==> config.mk <==
export PLATFORM = sky130hd
export DESIGN_NAME = pcmq_core
export DESIGN_NICKNAME = d
export VERILOG_FILES = /design/src/rtl/pcmq_pkg.sv /design/src/rtl/pcmq_fifo.sv /design/src/rtl/pcmq_tick_delay.sv /design/src/rtl/pcmq_sync_echo.sv /design/src/rtl/pcmq_core.sv
export SDC_FILE = /design/constraint.sdc
export NUM_CORES = 2
export LEC_CHECK = 0
export BUFFER_PORTS_ARGS = -buffer_cell sky130_fd_sc_hd__buf_4
export CORE_ASPECT_RATIO = 1.75
export CORE_MARGIN = 4
export CORE_UTILIZATION = 24
export DETAILED_ROUTE_END_ITERATION = 16
export GPL_TIMING_DRIVEN = 0
export MAX_ROUTING_LAYER = met4
export PLACE_DENSITY = 0.36
export SYNTH_ARGS = -nofsm -noshare
export SYNTH_HDL_FRONTEND = slang
export SYNTH_HIERARCHICAL = 1
export SYNTH_SLANG_ARGS = --single-unit
==> constraint.sdc <==
create_clock -name clk -period 8.1 [get_ports clk]
set_clock_uncertainty 0.1 [all_clocks]
set_input_delay 1.62 -clock clk [delete_from_list [all_inputs] [get_ports clk]]
set_output_delay 1.62 -clock clk [all_outputs]
set_load 0.01 [all_outputs]
==> src/rtl/pcmq_pkg.sv <==
package pcmq_pkg;
  // Direction index used for per-direction arrays
  localparam int IDX_TX = 0;
  localparam int IDX_RX = 1;
  // Width of one packed sample
  localparam int HALF_W = 16;
endpackage

==> src/rtl/pcmq_fifo.sv <==
module pcmq_fifo #(
  parameter int W = 32,
  parameter int DEPTH = 64,
  localparam int AW = $clog2(DEPTH),
  localparam int LW = AW + 1
) (
  input  logic          clk,
  input  logic          rst_n,
  input  logic          flush,
  input  logic          push,
  input  logic [W-1:0]  wdata,
  input  logic          pop,
  output logic [W-1:0]  rdata,
  output logic [LW-1:0] level,
  output logic          full,
  output logic          empty
);
  logic [W-1:0]  mem [DEPTH];
  logic [AW-1:0] wp_q, wp_d, rp_q, rp_d;
  logic [LW-1:0] lvl_q, lvl_d;
  logic          do_push, do_pop;

  assign empty   = (lvl_q == '0);
  assign full    = (lvl_q == LW'(DEPTH));
  assign do_pop  = pop && !empty;
  assign do_push = push && (!full || do_pop);

  always_comb begin
    wp_d  = wp_q;
    rp_d  = rp_q;
    lvl_d = lvl_q;
    if (flush) begin
      wp_d  = '0;
      rp_d  = '0;
      lvl_d = '0;
    end else begin
      if (do_push) wp_d = wp_q + 1'b1;
      if (do_pop)  rp_d = rp_q + 1'b1;
      lvl_d = lvl_q + LW'(do_push) - LW'(do_pop);
    end
  end

  always_ff @(posedge clk or negedge rst_n) begin
    if (!rst_n) begin
      wp_q  <= '0;
      rp_q  <= '0;
      lvl_q <= '0;
    end else begin
      wp_q  <= wp_d;
      rp_q  <= rp_d;
      lvl_q <= lvl_d;
    end
  end

  // Storage carries no reset; its contents are qualified by the level
  always_ff @(posedge clk) begin
    if (do_push && !flush) mem[wp_q] <= wdata;
  end

  assign rdata = mem[rp_q];
  assign level = lvl_q;

  assert_no_overflow_R2: assert property (@(posedge clk) disable iff (!rst_n)
    lvl_q <= LW'(DEPTH));

  // Without push, pop or flush the contents must stay put
  assert_idle_hold_R10: assert property (@(posedge clk) disable iff (!rst_n)
    (!push && !pop && !flush) |=> $stable(lvl_q));
endmodule

==> src/rtl/pcmq_tick_delay.sv <==
module pcmq_tick_delay #(
  parameter int NTICK = 2,
  localparam int CW = $clog2(NTICK + 1)
) (
  input  logic clk,
  input  logic rst_n,
  input  logic tick,
  input  logic arm,
  output logic fire
);
  logic          busy_q, busy_d;
  logic [CW-1:0] cnt_q, cnt_d;

  assign fire = busy_q && tick && (cnt_q == CW'(NTICK - 1));

  always_comb begin
    busy_d = busy_q;
    cnt_d  = cnt_q;
    if (fire)                busy_d = 1'b0;
    else if (busy_q && tick) cnt_d  = cnt_q + 1'b1;
    if (arm) begin
      busy_d = 1'b1;
      cnt_d  = '0;
    end
  end

  always_ff @(posedge clk or negedge rst_n) begin
    if (!rst_n) begin
      busy_q <= 1'b0;
      cnt_q  <= '0;
    end else begin
      busy_q <= busy_d;
      cnt_q  <= cnt_d;
    end
  end

  // A fire needs a tick in its own cycle
  assert_fire_on_tick_R7: assert property (@(posedge clk) disable iff (!rst_n)
    fire |-> tick);
endmodule

==> src/rtl/pcmq_sync_echo.sv <==
module pcmq_sync_echo #(
  parameter int STAGES = 2
) (
  input  logic clk,
  input  logic rst_n,
  input  logic tick,
  input  logic wr,
  input  logic wval,
  output logic rd
);
  logic              req_q, req_d;
  logic [STAGES-1:0] sh_q, sh_d;

  assign req_d = wr ? wval : req_q;

  for (genvar g = 0; g < STAGES; g++) begin : g_stage
    if (g == 0) begin : g_first
      assign sh_d[g] = tick ? req_q : sh_q[g];
    end else begin : g_next
      assign sh_d[g] = tick ? sh_q[g-1] : sh_q[g];
    end
  end

  always_ff @(posedge clk or negedge rst_n) begin
    if (!rst_n) begin
      req_q <= 1'b0;
      sh_q  <= '0;
    end else begin
      req_q <= req_d;
      sh_q  <= sh_d;
    end
  end

  assign rd = sh_q[STAGES-1];

  assert_echo_on_tick_R8: assert property (@(posedge clk) disable iff (!rst_n)
    !tick |=> $stable(rd));
endmodule

==> src/rtl/pcmq_core.sv <==
module pcmq_core
  import pcmq_pkg::*;
#(
  parameter int DEPTH      = 64,
  parameter int DW         = 2 * HALF_W,
  parameter int CLR_TICKS  = 2,
  parameter int SYNC_TICKS = 2,
  parameter int STBY_TICKS = 4,
  localparam int LW = $clog2(DEPTH) + 1
) (
  input  logic          clk,
  input  logic          rst_n,
  input  logic          pcm_tick,
  input  logic          stby_rel,
  input  logic          tx_run,
  input  logic          rx_run,
  input  logic          pack_en,
  input  logic [LW-1:0] tx_req_lvl,
  input  logic [LW-1:0] tx_panic_lvl,
  input  logic [LW-1:0] rx_req_lvl,
  input  logic [LW-1:0] rx_panic_lvl,
  input  logic          bus_wr,
  input  logic [DW-1:0] bus_wdata,
  input  logic          bus_rd,
  output logic [DW-1:0] bus_rdata,
  input  logic          tx_clr,
  input  logic          rx_clr,
  input  logic          sync_wr,
  input  logic          sync_wval,
  output logic          sync_rval,
  input  logic          tx_err_clr,
  input  logic          rx_err_clr,
  input  logic          ser_tx_take,
  output logic [DW-1:0] ser_tx_sample,
  input  logic          ser_rx_put,
  input  logic [DW-1:0] ser_rx_sample,
  output logic [LW-1:0] tx_level,
  output logic [LW-1:0] rx_level,
  output logic          ready,
  output logic          tx_empty,
  output logic          rx_has_data,
  output logic          tx_need,
  output logic          rx_need,
  output logic          tx_dreq,
  output logic          rx_dreq,
  output logic          tx_panic,
  output logic          rx_panic,
  output logic          tx_err,
  output logic          rx_err
);
  localparam int HW   = DW / 2;
  localparam int SW   = $clog2(STBY_TICKS + 1);
  localparam int HALF = DEPTH / 2;

  // ---------------- clear timers, one per direction ----------------
  logic [1:0] clr_arm, clr_fire;
  assign clr_arm[IDX_TX] = tx_clr;
  assign clr_arm[IDX_RX] = rx_clr;

  for (genvar d = 0; d < 2; d++) begin : g_clr
    pcmq_tick_delay #(.NTICK(CLR_TICKS)) u_dly (
      .clk  (clk),
      .rst_n(rst_n),
      .tick (pcm_tick),
      .arm  (clr_arm[d]),
      .fire (clr_fire[d])
    );
  end

  // ---------------- handshake echo ----------------
  pcmq_sync_echo #(.STAGES(SYNC_TICKS)) u_sync (
    .clk  (clk),
    .rst_n(rst_n),
    .tick (pcm_tick),
    .wr   (sync_wr),
    .wval (sync_wval),
    .rd   (sync_rval)
  );

  // ---------------- standby settling ----------------
  logic [SW-1:0] stby_q, stby_d;
  always_comb begin
    stby_d = stby_q;
    if (!stby_rel)                                 stby_d = '0;
    else if (pcm_tick && stby_q < SW'(STBY_TICKS)) stby_d = stby_q + 1'b1;
  end
  always_ff @(posedge clk or negedge rst_n) begin
    if (!rst_n) stby_q <= '0;
    else        stby_q <= stby_d;
  end
  assign ready = stby_rel && (stby_q == SW'(STBY_TICKS));

  // ---------------- FIFOs ----------------
  logic [DW-1:0] tx_head, rx_head, rx_word;
  logic          tx_pop, tx_f_full, tx_f_empty;
  logic          rx_push, rx_f_full, rx_f_empty;

  pcmq_fifo #(.W(DW), .DEPTH(DEPTH)) u_txq (
    .clk  (clk),
    .rst_n(rst_n),
    .flush(clr_fire[IDX_TX]),
    .push (bus_wr),
    .wdata(bus_wdata),
    .pop  (tx_pop),
    .rdata(tx_head),
    .level(tx_level),
    .full (tx_f_full),
    .empty(tx_f_empty)
  );

  pcmq_fifo #(.W(DW), .DEPTH(DEPTH)) u_rxq (
    .clk  (clk),
    .rst_n(rst_n),
    .flush(clr_fire[IDX_RX]),
    .push (rx_push),
    .wdata(rx_word),
    .pop  (bus_rd),
    .rdata(rx_head),
    .level(rx_level),
    .full (rx_f_full),
    .empty(rx_f_empty)
  );

  // ---------------- TX serial side ----------------
  logic tx_go, tx_half_q, tx_half_d, tx_uflow, tx_err_q, tx_err_d;
  assign tx_go = ser_tx_take && tx_run && ready;

  always_comb begin
    tx_pop        = 1'b0;
    tx_uflow      = 1'b0;
    tx_half_d     = tx_half_q;
    ser_tx_sample = '0;
    if (tx_go) begin
      if (tx_f_empty) begin
        tx_uflow = 1'b1;
      end else if (!pack_en) begin
        ser_tx_sample = tx_head;
        tx_pop        = 1'b1;
      end else if (!tx_half_q) begin
        ser_tx_sample = {{HW{1'b0}}, tx_head[HW-1:0]};
        tx_half_d     = 1'b1;
      end else begin
        ser_tx_sample = {{HW{1'b0}}, tx_head[DW-1:HW]};
        tx_pop        = 1'b1;
        tx_half_d     = 1'b0;
      end
    end
    if (clr_fire[IDX_TX]) tx_half_d = 1'b0;
    tx_err_d = (tx_err_q && !tx_err_clr) || tx_uflow;
  end

  // ---------------- RX serial side ----------------
  logic          rx_go, rx_half_q, rx_half_d, rx_oflow, rx_err_q, rx_err_d;
  logic [HW-1:0] rx_hold_q, rx_hold_d;
  assign rx_go = ser_rx_put && rx_run && ready;

  always_comb begin
    rx_push   = 1'b0;
    rx_word   = ser_rx_sample;
    rx_half_d = rx_half_q;
    rx_hold_d = rx_hold_q;
    if (rx_go) begin
      if (!pack_en) begin
        rx_push = 1'b1;
      end else if (!rx_half_q) begin
        rx_hold_d = ser_rx_sample[HW-1:0];
        rx_half_d = 1'b1;
      end else begin
        rx_word   = {ser_rx_sample[HW-1:0], rx_hold_q};
        rx_push   = 1'b1;
        rx_half_d = 1'b0;
      end
    end
    if (clr_fire[IDX_RX]) rx_half_d = 1'b0;
    rx_oflow = rx_push && rx_f_full && !bus_rd;
    rx_err_d = (rx_err_q && !rx_err_clr) || rx_oflow;
  end

  always_ff @(posedge clk or negedge rst_n) begin
    if (!rst_n) begin
      tx_half_q <= 1'b0;
      tx_err_q  <= 1'b0;
      rx_half_q <= 1'b0;
      rx_hold_q <= '0;
      rx_err_q  <= 1'b0;
    end else begin
      tx_half_q <= tx_half_d;
      tx_err_q  <= tx_err_d;
      rx_half_q <= rx_half_d;
      rx_hold_q <= rx_hold_d;
      rx_err_q  <= rx_err_d;
    end
  end

  // ---------------- status and requests ----------------
  assign bus_rdata   = rx_f_empty ? '0 : rx_head;
  assign tx_empty    = tx_f_empty;
  assign rx_has_data = !rx_f_empty;
  assign tx_need     = (tx_level <= LW'(HALF));
  assign rx_need     = (rx_level >= LW'(HALF));
  assign tx_dreq     = (tx_level < tx_req_lvl);
  assign rx_dreq     = (rx_level > rx_req_lvl);
  assign tx_panic    = (tx_level < tx_panic_lvl);
  assign rx_panic    = (rx_level > rx_panic_lvl);
  assign tx_err      = tx_err_q;
  assign rx_err      = rx_err_q;

  // ---------------- assertions ----------------
  assert_full_drop_R2: assert property (@(posedge clk) disable iff (!rst_n)
    (tx_f_full && bus_wr && !tx_pop && !clr_fire[IDX_TX]) |=> (tx_level == LW'(DEPTH)));

  assert_flush_empty_R7: assert property (@(posedge clk) disable iff (!rst_n)
    clr_fire[IDX_TX] |=> (tx_level == '0));

  assert_ready_on_tick_R9: assert property (@(posedge clk) disable iff (!rst_n)
    $rose(ready) |-> $past(pcm_tick));

  assert_idle_rx_R9: assert property (@(posedge clk) disable iff (!rst_n)
    (!ready && !bus_rd && !clr_fire[IDX_RX]) |=> $stable(rx_level));

  assert_run_off_R10: assert property (@(posedge clk) disable iff (!rst_n)
    (!tx_run && !bus_wr && !clr_fire[IDX_TX]) |=> $stable(tx_level));

  assert_uflow_sets_R11: assert property (@(posedge clk) disable iff (!rst_n)
    (tx_go && tx_empty) |=> tx_err);

  assert_err_sticky_R11: assert property (@(posedge clk) disable iff (!rst_n)
    (tx_err && !tx_err_clr) |=> tx_err);

  assert_oflow_sets_R3: assert property (@(posedge clk) disable iff (!rst_n)
    (rx_go && !pack_en && rx_f_full && !bus_rd) |=> rx_err);
endmodule

==> results.json <==
{
  "numCtsBuffers": 426,
  "timing.critical_path.from": "u_txq/rp_q[2]",
  "max_cap_violations": 4,
  "gp_congestion": 0.825,
  "syn_nets": 7657,
  "syn_inst": 7496,
  "drt_first_pass_iters": 7,
  "drt_iter0_drc": 7652,
  "avgSynthCellArea_sq_um": 21.6,
  "fp.dieH_mm": 1.09,
  "wl_per_cell_um": 37.8,
  "grt_pass1_vias": 87208,
  "start_util": 0.241,
  "worst_r2r_endpoint": "u_txq/mem[5][15]",
  "design.core.area_sq_um": 671000,
  "hold_viol": 0,
  "drt-total-wl_mm": 666,
  "peakVddDrop_v": 0.000181,
  "layout_commonest_cell": "edfxtp_1",
  "holdCritStartpoint": "g_clr[0].u_dly/busy_q",
  "hold_path_end": "g_clr[0].u_dly/busy_q",
  "p_int_mw": 38.9,
  "path_max_fanout": 10,
  "path_clk_slew_ns": 0.06,
  "cts_max_level": 5,
  "die_area_sq_um": 688000,
  "setup_viol": 0,
  "pwr_density_cell_nw_per_um2": 285,
  "ff2ff_setup_slack_ns": 2.52,
  "p_comb_frac": 0.214,
  "final_util": 0.290,
  "cts_tree": "built",
  "antenna_found_initial": 24,
  "maxSlewViolCount": 25,
  "nets": 8541,
  "clock-root-buffer": "clkbuf_16",
  "holdPathStages": 1,
  "fin_crit_sh": 0.993,
  "crit_path_end_kind": "output pin",
  "vias": 83991,
  "p_leak_nw": 59.2,
  "ant_nets": 0,
  "p_clk_frac": 0.351,
  "mostFrequentLayoutCells": "4096 x edfxtp_1, 828 x mux4_2, 483 x mux2i_1",
  "maxSlewHeadroom": -0.0377,
  "reg2reg_depth": 12,
  "synthToLayoutAreaGrowth_pct": 20.2,
  "r2r_start": "u_txq/level[5]",
  "ys_warn_count": 6,
  "vias_per_cell": 4.78,
  "outcome": "complete, but fails checks",
  "grt_overflow_total": 0,
  "ios": 199,
  "drcViolationCount": 0,
  "cts_max_path_buffers": 4,
  "required_ns": 6.38,
  "grt_pass1_wl_mm": 865,
  "place_ws_ns": 0.666,
  "numClockSinks": 4166,
  "violations": "max-capacitance violations, max-slew violations",
  "switchingPower_mw": 16.6,
  "rsz0062_at_grt": "false",
  "synth_area_sq_um": 162000,
  "sw_frac_of_total": 0.299,
  "worst_pin_slew_ns": 1.56,
  "grt_max_degree": 71,
  "clk_latency_ns": 0.95,
  "worst_slack_ns": 0.0583,
  "arrival_ns": 6.32,
  "worstSetupStartpointType": "register",
  "crit_type": "register to output pin",
  "die_x_um": 629,
  "p_seq_frac": 0.435,
  "layout_min_cycle_time_ns": 8.04,
  "max_freq_mhz": 124,
  "track_usage": 0.193,
  "row_count": 398,
  "worstHoldPathType": "register to register",
  "layout-drive-gt1-share": 0.280,
  "io_buffers": 198,
  "hpwlAfterDp_mm": 473
}
what timing repair did:
item,CTS,global route
buffers inserted,0,0
resized for setup,13,0
setup endpoints to repair,21,0
hold buffers,0,0
per-layer routing:
| metal | vias to the layer above | part of all wire | wire (um) | track usage |
|---|---|---|---|---|
| met3 | 914 | 0.035 | 23600 | 0.0188 |
| li1 | 33459 | - | - | - |
| met5 | - | 0 | 0 | - |
| met1 | 47025 | 0.33 | 220000 | 0.188 |
| met2 | 2593 | 0.58 | 388000 | 0.385 |
| met4 | 0 | 0.051 | 33600 | 0.0801 |
how the worst max path moves through the flow:
stage                        endpoint  slack [ns]  cells past startpoint
floorplan            u_txq/mem[61][0]        3.05                      9
global placement     u_txq/mem[61][2]       -1.94                     10
detailed placement   ser_tx_sample[9]        0.67                      9
CTS                  ser_tx_sample[8]      0.0003                     11
global route        ser_tx_sample[11]        0.14                     10
finish              ser_tx_sample[15]        0.06                     11
power groups by stage:
| stage | Clock [mW] | Sequential [mW] | Combinational, mW |
|---|---|---|---|
| 3_3_place_gp | 0 | 24.6 | 11.9 |
| 3_5_place_dp | 0 | 24.6 | 12.2 |
| 4_1_cts | 20.0 | 24.1 | 12.2 |
| 6_report | 19.5 | 24.1 | 11.9 |
| 2_1_floorplan | 0 | 24.6 | 5.90 |
| 5_1_grt | 20.9 | 24.1 | 12.2 |
critical path: stages, from the launching register on:
cell and delay (ns):
dfrtp_1 0.32, buf_2 0.40, buf_2 0.53, buf_2 0.59
buf_2 0.80, mux2i_1 0.40, o21ai_0 0.12, a21oi_1 1.20
o2bb2ai_1 0.47, nand2_1 0.18, a21oi_1 0.09, buf_4 0.16
area by class of cell:
class                           count  area [sq um]
Fill cell                       65785        477000
Sequential cell                  4166        125000
Multi-Input combinational cell   2849         35400
Clock buffer                      532         11200
Tap cell                         8800         11000
Timing Repair Buffer              457          6930
Buffer                            430          2650
Clock inverter                    253          2200
Inverter                           50           190
Antenna cell                       52           130
through the flow:
step           instances  power (mW)   TNS, ns  instance area [sq um]  hold slack (ns)
3_3_place_gp       16494        36.5  -3879.32                 174000            0.372
4_1_cts            17537        56.3         0                 194000            0.406
2_1_floorplan       7496        30.5         0                 162000            0.356
3_5_place_dp       16753        36.7         0                 181000            0.391
6_report           17589        55.5         0                 195000            0.406
5_1_grt            17575        57.3         0                 194000            0.417
registers in the layout (all words and copies together), names as in the netlist, 2 cells and up:
signal and cells:
u_rxq/mem 2048, u_rxq/wp_q 6, g_clr.u_dly/busy_q 2, u_sync/sh_q 2, u_txq/wp_q 6, u_txq/mem 2048
u_txq/rp_q 6, g_clr.u_dly/cnt_q 4, u_rxq/level 7, stby_q 3, rx_hold_q 16, u_rxq/rp_q 6
u_txq/level 7
Power figures use the tool's default switching activity.
